$ cat src/rtl/irqsel_pkg.sv
package irqsel_pkg;
  typedef enum logic [1:0] {
    PRV_USER  = 2'd0,
    PRV_SUPER = 2'd1,
    PRV_RSVD  = 2'd2,
    PRV_MACH  = 2'd3
  } priv_e;

  function automatic priv_e effective_priv(input logic [1:0] raw);
    priv_e p;
    p = priv_e'(raw);
    if (p == PRV_RSVD) p = PRV_USER;
    return p;
  endfunction
endpackage

$ cat src/rtl/irqsel_pending.sv
module irqsel_pending #(
  parameter int NUM_IRQ = 32
) (
  input  logic               clk,
  input  logic               rst_n,
  input  logic               upd_valid,
  input  logic [NUM_IRQ-1:0] upd_mask,
  input  logic [NUM_IRQ-1:0] upd_value,
  output logic               upd_rsp_valid,
  output logic [NUM_IRQ-1:0] upd_old,
  output logic [NUM_IRQ-1:0] pend_vec
);
  logic [NUM_IRQ-1:0] pend_next;

  always_comb begin
    pend_next = (pend_vec & ~upd_mask) | (upd_value & upd_mask);
  end

  always_ff @(posedge clk) begin
    if (!rst_n) begin
      pend_vec      <= '0;
      upd_old       <= '0;
      upd_rsp_valid <= 1'b0;
    end else begin
      upd_rsp_valid <= upd_valid;
      if (upd_valid) begin
        upd_old  <= pend_vec;
        pend_vec <= pend_next;
      end
    end
  end
endmodule

$ cat src/rtl/irqsel_claim.sv
module irqsel_claim #(
  parameter int NUM_IRQ = 32
) (
  input  logic               clk,
  input  logic               rst_n,
  input  logic               clm_valid,
  input  logic [NUM_IRQ-1:0] clm_bits,
  output logic               clm_rsp_valid,
  output logic               clm_ok,
  output logic [NUM_IRQ-1:0] claim_vec
);
  logic overlap;

  always_comb begin
    overlap = |(claim_vec & clm_bits);
  end

  always_ff @(posedge clk) begin
    if (!rst_n) begin
      claim_vec     <= '0;
      clm_ok        <= 1'b0;
      clm_rsp_valid <= 1'b0;
    end else begin
      clm_rsp_valid <= clm_valid;
      if (clm_valid) begin
        clm_ok <= !overlap;
        if (!overlap) claim_vec <= claim_vec | clm_bits;
      end
    end
  end
endmodule

$ cat src/rtl/irqsel_gate.sv
module irqsel_gate
  import irqsel_pkg::*;
#(
  parameter int NUM_IRQ = 32
) (
  input  logic [1:0]         priv_lvl,
  input  logic               glb_m_ie,
  input  logic               glb_s_ie,
  input  logic [NUM_IRQ-1:0] pend_vec,
  input  logic [NUM_IRQ-1:0] enable_mask,
  input  logic [NUM_IRQ-1:0] deleg_mask,
  output logic [NUM_IRQ-1:0] qual_vec
);
  priv_e eff;
  logic  m_open;
  logic  s_open;
  logic [NUM_IRQ-1:0] cand;

  always_comb begin
    eff    = effective_priv(priv_lvl);
    m_open = (eff != PRV_MACH) || glb_m_ie;
    s_open = (eff == PRV_USER) || ((eff == PRV_SUPER) && glb_s_ie);
    cand   = pend_vec & enable_mask;
  end

  for (genvar i = 0; i < NUM_IRQ; i++) begin : g_line
    assign qual_vec[i] = cand[i] & (deleg_mask[i] ? s_open : m_open);
  end
endmodule

$ cat src/rtl/irqsel_pick.sv
module irqsel_pick #(
  parameter int NUM_IRQ = 32,
  localparam int IDX_W  = (NUM_IRQ > 1) ? $clog2(NUM_IRQ) : 1
) (
  input  logic               clk,
  input  logic               rst_n,
  input  logic [NUM_IRQ-1:0] qual_vec,
  output logic               sel_valid,
  output logic [IDX_W-1:0]   sel_num
);
  logic [IDX_W-1:0] low_idx;
  logic             any_q;

  always_comb begin
    low_idx = '0;
    any_q   = |qual_vec;
    for (int i = NUM_IRQ - 1; i >= 0; i--) begin
      if (qual_vec[i]) low_idx = IDX_W'(i);
    end
  end

  always_ff @(posedge clk) begin
    if (!rst_n) begin
      sel_valid <= 1'b0;
      sel_num   <= '0;
    end else begin
      sel_valid <= any_q;
      sel_num   <= any_q ? low_idx : '0;
    end
  end
endmodule

$ cat src/rtl/irqsel_top.sv
module irqsel_top #(
  parameter int NUM_IRQ = 32,
  localparam int IDX_W  = (NUM_IRQ > 1) ? $clog2(NUM_IRQ) : 1
) (
  input  logic               clk,
  input  logic               rst_n,
  input  logic [1:0]         priv_lvl,
  input  logic               glb_m_ie,
  input  logic               glb_s_ie,
  input  logic [NUM_IRQ-1:0] enable_mask,
  input  logic [NUM_IRQ-1:0] deleg_mask,
  input  logic               upd_valid,
  input  logic [NUM_IRQ-1:0] upd_mask,
  input  logic [NUM_IRQ-1:0] upd_value,
  output logic               upd_rsp_valid,
  output logic [NUM_IRQ-1:0] upd_old,
  input  logic               clm_valid,
  input  logic [NUM_IRQ-1:0] clm_bits,
  output logic               clm_rsp_valid,
  output logic               clm_ok,
  output logic               irq_req,
  output logic               sel_valid,
  output logic [IDX_W-1:0]   sel_num
);
  logic [NUM_IRQ-1:0] pend_vec;
  logic [NUM_IRQ-1:0] claim_vec;
  logic [NUM_IRQ-1:0] qual_vec;

  irqsel_pending #(.NUM_IRQ(NUM_IRQ)) u_pending (
    .clk(clk), .rst_n(rst_n),
    .upd_valid(upd_valid), .upd_mask(upd_mask), .upd_value(upd_value),
    .upd_rsp_valid(upd_rsp_valid), .upd_old(upd_old), .pend_vec(pend_vec)
  );

  irqsel_claim #(.NUM_IRQ(NUM_IRQ)) u_claim (
    .clk(clk), .rst_n(rst_n),
    .clm_valid(clm_valid), .clm_bits(clm_bits),
    .clm_rsp_valid(clm_rsp_valid), .clm_ok(clm_ok), .claim_vec(claim_vec)
  );

  irqsel_gate #(.NUM_IRQ(NUM_IRQ)) u_gate (
    .priv_lvl(priv_lvl), .glb_m_ie(glb_m_ie), .glb_s_ie(glb_s_ie),
    .pend_vec(pend_vec), .enable_mask(enable_mask), .deleg_mask(deleg_mask),
    .qual_vec(qual_vec)
  );

  irqsel_pick #(.NUM_IRQ(NUM_IRQ)) u_pick (
    .clk(clk), .rst_n(rst_n), .qual_vec(qual_vec),
    .sel_valid(sel_valid), .sel_num(sel_num)
  );

  assign irq_req = |pend_vec;
endmodule

$ cat config.mk
export PLATFORM = sky130hd
export DESIGN_NAME = irqsel_top
export DESIGN_NICKNAME = d
export VERILOG_FILES = /design/src/rtl/irqsel_pkg.sv /design/src/rtl/irqsel_pending.sv /design/src/rtl/irqsel_claim.sv /design/src/rtl/irqsel_gate.sv /design/src/rtl/irqsel_pick.sv /design/src/rtl/irqsel_top.sv
export SDC_FILE = /design/constraint.sdc
export NUM_CORES = 1
export LEC_CHECK = 0
export BUFFER_PORTS_ARGS = -buffer_cell sky130_fd_sc_hd__buf_4
export CAP_MARGIN = 10
export CORE_ASPECT_RATIO = 1.4
export CORE_MARGIN = 2
export CORE_UTILIZATION = 54
export DETAILED_ROUTE_END_ITERATION = 7
export GPL_TIMING_DRIVEN = 1
export PLACE_DENSITY_LB_ADDON = 0.25
export SETUP_SLACK_MARGIN = 0.02
export SYNTH_ARGS = -nofsm -noshare
export SYNTH_HDL_FRONTEND = slang
export SYNTH_SLANG_ARGS = --single-unit
export TNS_END_PERCENT = 30
$ cat constraint.sdc
create_clock -name clk -period 2.9 [get_ports clk]
set_clock_uncertainty 0.2 [all_clocks]
set_input_delay 0.435 -clock clk [delete_from_list [all_inputs] [get_ports clk]]
set_output_delay 0.435 -clock clk [all_outputs]
set_load 0.005 [all_outputs]
==> impl_metrics.env, run 1 <==
export IMPL_layout_cell_area_non_filler_um2=7480
export IMPL_antenna_violating_nets_post_route=0
export IMPL_postCtsHoldBufs=0
export IMPL_layout_drive_gt1_share=0.286
export IMPL_max_vdd_ir_drop_v=0.000633
export IMPL_critical_path_class="register to output pin"
export IMPL_critical_path_required_ns=2.27
export IMPL_class_of_the_tightest_hold_or_removal_check="primary input to register"
export IMPL_number_of_global_route_vias_before_repair=5912
export IMPL_fill_cells=718
export IMPL_synthesis_yosys_warnings=0
export IMPL_final_hold_violation_count=0
export IMPL_worst_slack_at_placement_ns=0.392
export IMPL_vias_per_cell=5.99
export IMPL_timing_setup_tns_ns=0
export IMPL_final_instance_count_excl_fill=1003
export IMPL_detail_route_first_pass_iterations=5
export IMPL_synth_area_top_cells="sky130_fd_sc_hd__dfxtp_1 (38%), sky130_fd_sc_hd__nor2b_1 (7.3%), sky130_fd_sc_hd__nand2_1 (7.0%), sky130_fd_sc_hd__nand3_1 (5.9%), sky130_fd_sc_hd__mux2i_1 (5.8%)"
export IMPL_placedInstanceArea_um2=7170
export IMPL_powerDensity_nw_per_um2=500
export IMPL_worst_skew_pair_late_latency_ns=0.35
export IMPL_synthFlopType="sky130_fd_sc_hd__dfxtp_1"
export IMPL_synthCells=672
export IMPL_syn_num_nets=840
export IMPL_cts_clk_slew_worst_paths_ns=0.07
export IMPL_max_clock_path_buffers=2
export IMPL_final_period_minus_worst_setup_slack_ns=2.41
export IMPL_slew_headroom=0.599
export IMPL_nNetsFinal=1031
export IMPL_asyncSetResetFlopFracSynth=0
export IMPL_clkSinkCount=105
export IMPL_synth_top_area_share=0.379
export IMPL_die_area_um2=11100
export IMPL_outcome="finished, final reports clean"
export IMPL_worst_pin_slew_ns=0.587
export IMPL_layout_commonest_cell="sky130_fd_sc_hd__buf_4"
export IMPL_fmaxAchievable_mhz=414
export IMPL_dp_hpwl_um=14100
export IMPL_drc=0
export IMPL_arr_time_crit_path_ns=1.78
export IMPL_detailroute_via_count=6005
export IMPL_drt_total_wl_um=18400
export IMPL_rd_place_congestion=0.984
export IMPL_multi_input_comb_area_um2=3250
export IMPL_critical_path_peak_fanout=5
export IMPL_grt_overflow=0
export IMPL_cts_tree="done"
export IMPL_p_leak_nw=3.15
export IMPL_routedWlPerCell_um=18.3
export IMPL_antenna_diode_count=0
export IMPL_max_cap_viol_count=0
export IMPL_final_setup_margin_ns=0.485
export IMPL_antenna_found_initial=0
export IMPL_dp_cells=987
export IMPL_cts_repair_timing_setup_buffer_count=0
export IMPL_grt_setup_unrepaired="no"
export IMPL_crit_start_category="register"
export IMPL_drv_slew=0
export IMPL_period_share=0.833
export IMPL_floorplan_core_area_um2=9950
export IMPL_dr_first_iter_drc_count=378
export IMPL_cts_root_buffer_type="sky130_fd_sc_hd__clkbuf_16"
export IMPL_post_synth_cell_area_avg_um2=8.26
export IMPL_ys_seq_elements=105
export IMPL_floorplan_io_pins=210
export IMPL_grt_use_total=0.327
export IMPL_grt_start_max_net_pins=68
export IMPL_hold_worst_slack_ns=0.139
export IMPL_ctsResizeCount=0
export IMPL_floorplan_rows=43
export IMPL_cp_end_kind="output pin"
export IMPL_die_x_um=89.7
export IMPL_initial_core_util=0.558
export IMPL_synth_edff_count=0
export IMPL_synth_seq_area_share=0.379
export IMPL_grt_pass1_wl_um=28000
export IMPL_layout_common_cells="sky130_fd_sc_hd__buf_4 (216), sky130_fd_sc_hd__dfxtp_1 (105), sky130_fd_sc_hd__nand2_1 (104), sky130_fd_sc_hd__nand3_1 (66), sky130_fd_sc_hd__nor2b_1 (65)"
export IMPL_cts_htree_levels=3
export IMPL_numPortBuffers=209
export IMPL_cts_buffers=9
export IMPL_syn_area_um2=5550
export IMPL_synth_top_cell_by_area="sky130_fd_sc_hd__dfxtp_1"
export IMPL_area_sequential_um2=2100
export IMPL_setup_violations_final=0
export IMPL_area_growth_synth_to_final_pct=34.8
export IMPL_synth_cell_types=59
export IMPL_die_height_um=124
## logic make-up (layout without fill, tap and decap cells)
| group | count (synthesis) | after routing | share of synthesized area |
|---|---|---|---|
| compound gates | 180 | 180 | 0.230 |
| flops | 105 | 105 | 0.379 |
| mux | 32 | 32 | 0.0577 |
| buf+inv | 39 | 235 | 0.0374 |
| simple gates | 316 | 316 | 0.296 |
## worst max-delay path: stages, from the launching register on
cell,delay [ns]
sky130_fd_sc_hd__dfxtp_1,0.36
sky130_fd_sc_hd__nor4_1,0.48
sky130_fd_sc_hd__nand4_1,0.15
sky130_fd_sc_hd__or2_2,0.31
sky130_fd_sc_hd__buf_4,0.14
## report_power, final
group / internal, mW / switching [mW]
clock network: 0.691 / 0.575
logic: 0.423 / 0.414
registers: 1.55 / 0.0836
## layer usage
layer / GRT usage / part of all wire / vias to the layer above / routed length [um]
met5: 0 / 0 / - / 0
met4: 0.186 / 0.053 / 0 / 972
met3: 0.0702 / 0.082 / 77 / 1500
met2: 0.582 / 0.52 / 323 / 9480
met1: 0.349 / 0.35 / 2765 / 6410
li1: - / - / 2840 / -
## final timing paths
kind                        start              endpoint  slack, ns  cells after the start
max reg2reg              register     u_pick.sel_num[0]       0.66                      7
max                      register               irq_req       0.49                      4
min                   clm_bits[7]  u_claim.claim_vec[7]       0.14                      3
min reg2reg  u_claim.claim_vec[7]  u_claim.claim_vec[7]       0.30                      2
## area by class of cell
type / instances / area share
clock inverters: 6 / 0.0112
clock buffers: 10 / 0.0306
flip-flops and latches: 105 / 0.281
multi-input cells: 528 / 0.434
well taps: 135 / 0.0226
inverters: 2 / 0.00100
repair buffers: 217 / 0.219
## through the flow
| step | total power [mW] | util |
|---|---|---|
| after global routing | 3.90 | 0.752 |
| after detailed placement | 2.49 | 0.720 |
| final | 3.74 | 0.752 |
| after CTS | 3.76 | 0.752 |
| after floorplan | 2.10 | - |
| after global placement | 2.46 | 0.720 |
## synthesized netlist by cell type, types with 3 or more instances
library cell                  n
sky130_fd_sc_hd__dfxtp_1    105
sky130_fd_sc_hd__nand2_1    104
sky130_fd_sc_hd__nand3_1     66
sky130_fd_sc_hd__nor2b_1     65
sky130_fd_sc_hd__a21oi_1     56
sky130_fd_sc_hd__a21boi_0    33
sky130_fd_sc_hd__mux2i_1     32
sky130_fd_sc_hd__nor2_1      19
sky130_fd_sc_hd__clkbuf_1    18
sky130_fd_sc_hd__nand3b_1    16
sky130_fd_sc_hd__nand4_1     12
sky130_fd_sc_hd__nor4_1      11
sky130_fd_sc_hd__a22oi_1     10
sky130_fd_sc_hd__a22o_1       8
sky130_fd_sc_hd__o2111ai_1    8
sky130_fd_sc_hd__o21ai_0      8
sky130_fd_sc_hd__o22ai_1      7
sky130_fd_sc_hd__a211oi_1     6
sky130_fd_sc_hd__a221oi_1     6
sky130_fd_sc_hd__a211oi_2     5
sky130_fd_sc_hd__buf_1        5
sky130_fd_sc_hd__buf_4        5
sky130_fd_sc_hd__buf_6        5
sky130_fd_sc_hd__o21a_1       5
sky130_fd_sc_hd__a31oi_1      4
sky130_fd_sc_hd__and2_1       4
sky130_fd_sc_hd__buf_2        4
sky130_fd_sc_hd__nor4bb_1     4
sky130_fd_sc_hd__a311oi_1     3
(Power assumes the default switching activity.)
==> inputs of run 2 (changes only) <==
CORE_UTILIZATION = 45   (was 54)
clock period = 2 ns   (was 2.9 ns; I/O delays follow)
==> run 2 against run 1 <==
Die area increased by 19%. Sequential power up 45%. Global-route usage shrank 4.3 points. The run now ends with setup timing left. Worst setup slack lost 0.69 ns. Sequential share of layout area decreased by 2.6 points. Routed wire length is 4.9% higher.
==> impl_metrics.env, run 2 (synthesis gave the netlist of run 1 again) <==
export IMPL_drt_total_wl_um=19300
export IMPL_arr_time_crit_path_ns=1.71
export IMPL_setup_violations_final=1
export IMPL_cts_root_buffer_type="sky130_fd_sc_hd__clkbuf_16"
export IMPL_floorplan_rows=48
export IMPL_layout_common_cells="sky130_fd_sc_hd__buf_4 (270), sky130_fd_sc_hd__nand2_1 (103), sky130_fd_sc_hd__dfxtp_1 (91), sky130_fd_sc_hd__nor2b_1 (65), sky130_fd_sc_hd__nand3_1 (64)"
export IMPL_drc=0
export IMPL_class_of_the_tightest_hold_or_removal_check="primary input to register"
export IMPL_nNetsFinal=1102
export IMPL_path_common_cell="sky130_fd_sc_hd__buf_6"
export IMPL_outcome="complete, but fails checks"
export IMPL_cts_htree_levels=3
export IMPL_fill_cells=1028
export IMPL_slew_headroom=0.726
export IMPL_routedWlPerCell_um=17.7
export IMPL_rd_place_congestion=0.896
export IMPL_dp_hpwl_um=15100
export IMPL_grt_setup_unrepaired="yes"
export IMPL_reg2reg_setup_slack_ns=0
export IMPL_drv_slew=0
export IMPL_max_vdd_ir_drop_v=0.000760
export IMPL_clkSinkCount=105
export IMPL_crit_path_max_incr_delay_ns=0.33
export IMPL_rr_worst_depth=8
export IMPL_antenna_diode_count=0
export IMPL_die_height_um=135
export IMPL_layout_cell_area_non_filler_um2=8320
export IMPL_critPathSlowestCell="sky130_fd_sc_hd__dfxtp_2"
export IMPL_placedInstanceArea_um2=7640
export IMPL_vias_per_cell=5.61
export IMPL_cts_buffers=9
export IMPL_cp_end_kind="output pin"
export IMPL_timing_setup_tns_ns=-0.210
export IMPL_cts_tree="done"
export IMPL_multi_input_comb_area_um2=3460
export IMPL_final_util=0.682
export IMPL_period_share=1.10
export IMPL_startpoint_of_the_lowest_slack_hold_path="upd_value[28]"
export IMPL_critical_path_peak_fanout=2
export IMPL_max_cap_viol_count=0
export IMPL_layout_commonest_cell="sky130_fd_sc_hd__buf_4"
export IMPL_grt_start_max_net_pins=100
export IMPL_worst_pin_slew_ns=0.400
export IMPL_layout_drive_gt1_share=0.384
export IMPL_number_of_global_route_vias_before_repair=6075
export IMPL_critical_path_top_delay_family="simple AND/OR/NAND/NOR gates"
export IMPL_area_growth_synth_to_final_pct=49.9
export IMPL_detailroute_via_count=6105
export IMPL_worst_slack_at_placement_ns=-0.347
export IMPL_grt_pass1_wl_um=29800
export IMPL_detail_route_first_pass_iterations=5
export IMPL_critical_path_buf_inv_count=2
export IMPL_violations="setup timing"
export IMPL_max_clock_path_buffers=2
export IMPL_final_hold_violation_count=0
export IMPL_cts_clk_slew_worst_paths_ns=0.08
export IMPL_final_setup_margin_ns=-0.210
export IMPL_initial_core_util=0.455
export IMPL_worst_skew_pair_late_latency_ns=0.35
export IMPL_floorplan_io_pins=210
export IMPL_crit_chain="buf_6 > nor4_4 > nand4_1 > or2_4 > buf_6"
export IMPL_numPortBuffers=209
export IMPL_regToRegEndpoint="u_pick.sel_num[1]"
export IMPL_grt_use_total=0.284
export IMPL_critical_path_class="register to output pin"
export IMPL_grt_overflow=0
export IMPL_floorplan_core_area_um2=12200
export IMPL_powerDensity_nw_per_um2=671
export IMPL_p_leak_nw=3.58
export IMPL_antenna_violating_nets_post_route=0
export IMPL_die_x_um=97.9
export IMPL_critical_path_required_ns=1.50
export IMPL_crit_start_category="register"
export IMPL_whs_path_depth=3
export IMPL_fmaxAchievable_mhz=453
export IMPL_antenna_found_initial=0
export IMPL_area_sequential_um2=2120
export IMPL_final_period_minus_worst_setup_slack_ns=2.21
export IMPL_dr_first_iter_drc_count=242
export IMPL_die_area_um2=13300
-- run 2: changes by cell type in the layout (fill, tap and decap cells not counted), moves of 4 or more --
cell,change
sky130_fd_sc_hd__a221oi_1,-4
sky130_fd_sc_hd__a221oi_2,+4
sky130_fd_sc_hd__buf_4,+54
sky130_fd_sc_hd__buf_6,+8
sky130_fd_sc_hd__dfxtp_1,-14
sky130_fd_sc_hd__dfxtp_2,+12
sky130_fd_sc_hd__dlygate4sd3_1,+5
sky130_fd_sc_hd__nor4_1,-6
sky130_fd_sc_hd__nor4_2,+4
-- run 2: power by group --
group	switching, mW	internal, mW	leakage (nW)
registers	0.114	2.25	0.862
clock network	0.881	0.880	0.143
logic	0.671	0.779	2.57
total	1.67	3.91	3.58
-- run 2: what timing repair did --
item,in CTS,in global routing
setup endpoints to repair,16,34
buffers inserted,5,2
hold endpoints to repair,5,0
pin swaps,14,23
resized for setup,41,25
gates cloned,0,2
hold buffers,5,0
-- run 2: how the worst max path moves through the flow --
stage	cells past startpoint	from	slack [ns]	to
6_report	5	register	-0.21	irq_req
5_1_grt	5	register	-0.25	irq_req
4_1_cts	5	register	-0.17	irq_req
3_5_place_dp	8	glb_m_ie	-0.35	u_pick.sel_num[1]
3_3_place_gp	8	priv_lvl[1]	-0.33	u_pick.sel_num[0]
2_1_floorplan	8	priv_lvl[1]	0.07	u_pick.sel_num[0]
-- run 2: layer usage --
metal | routed length, um | track usage | share of wire | vias up
li1 | - | - | - | 2988
met1 | 7020 | 0.300 | 0.36 | 2836
met3 | 1280 | 0.0691 | 0.066 | 60
met2 | 9930 | 0.520 | 0.52 | 221
met4 | 1030 | 0.145 | 0.054 | 0
met5 | 0 | 0 | 0 | -
-- run 2: cell type report --
class                           count  area share
Tap cell                          150      0.0226
Clock inverter                      7     0.00887
Inverter                            2    0.000902
Clock buffer                        9      0.0271
Sequential cell                   105       0.255
Timing Repair Buffer              288       0.269
Multi-Input combinational cell    528       0.416
-- run 2: per-stage QoR --
step	hold slack [ns]	instances	total power, mW
after floorplan	0.222	672	3.05
after global placement	0.270	1059	3.68
after detailed placement	0.277	1059	3.72
after CTS	0.000462	1085	5.51
after global routing	0.00846	1089	5.83
final	0.00459	1089	5.58
-- run 2: worst register-to-register path, cell delays in order (launching register included) --
cell and delay (ns):
sky130_fd_sc_hd__dfxtp_2 0.35, sky130_fd_sc_hd__buf_6 0.11, sky130_fd_sc_hd__nand3b_1 0.21, sky130_fd_sc_hd__o21a_1 0.21
sky130_fd_sc_hd__nor3_2 0.17, sky130_fd_sc_hd__o2111ai_1 0.15, sky130_fd_sc_hd__a31oi_1 0.23, sky130_fd_sc_hd__o31ai_2 0.09
sky130_fd_sc_hd__a211oi_1 0.21
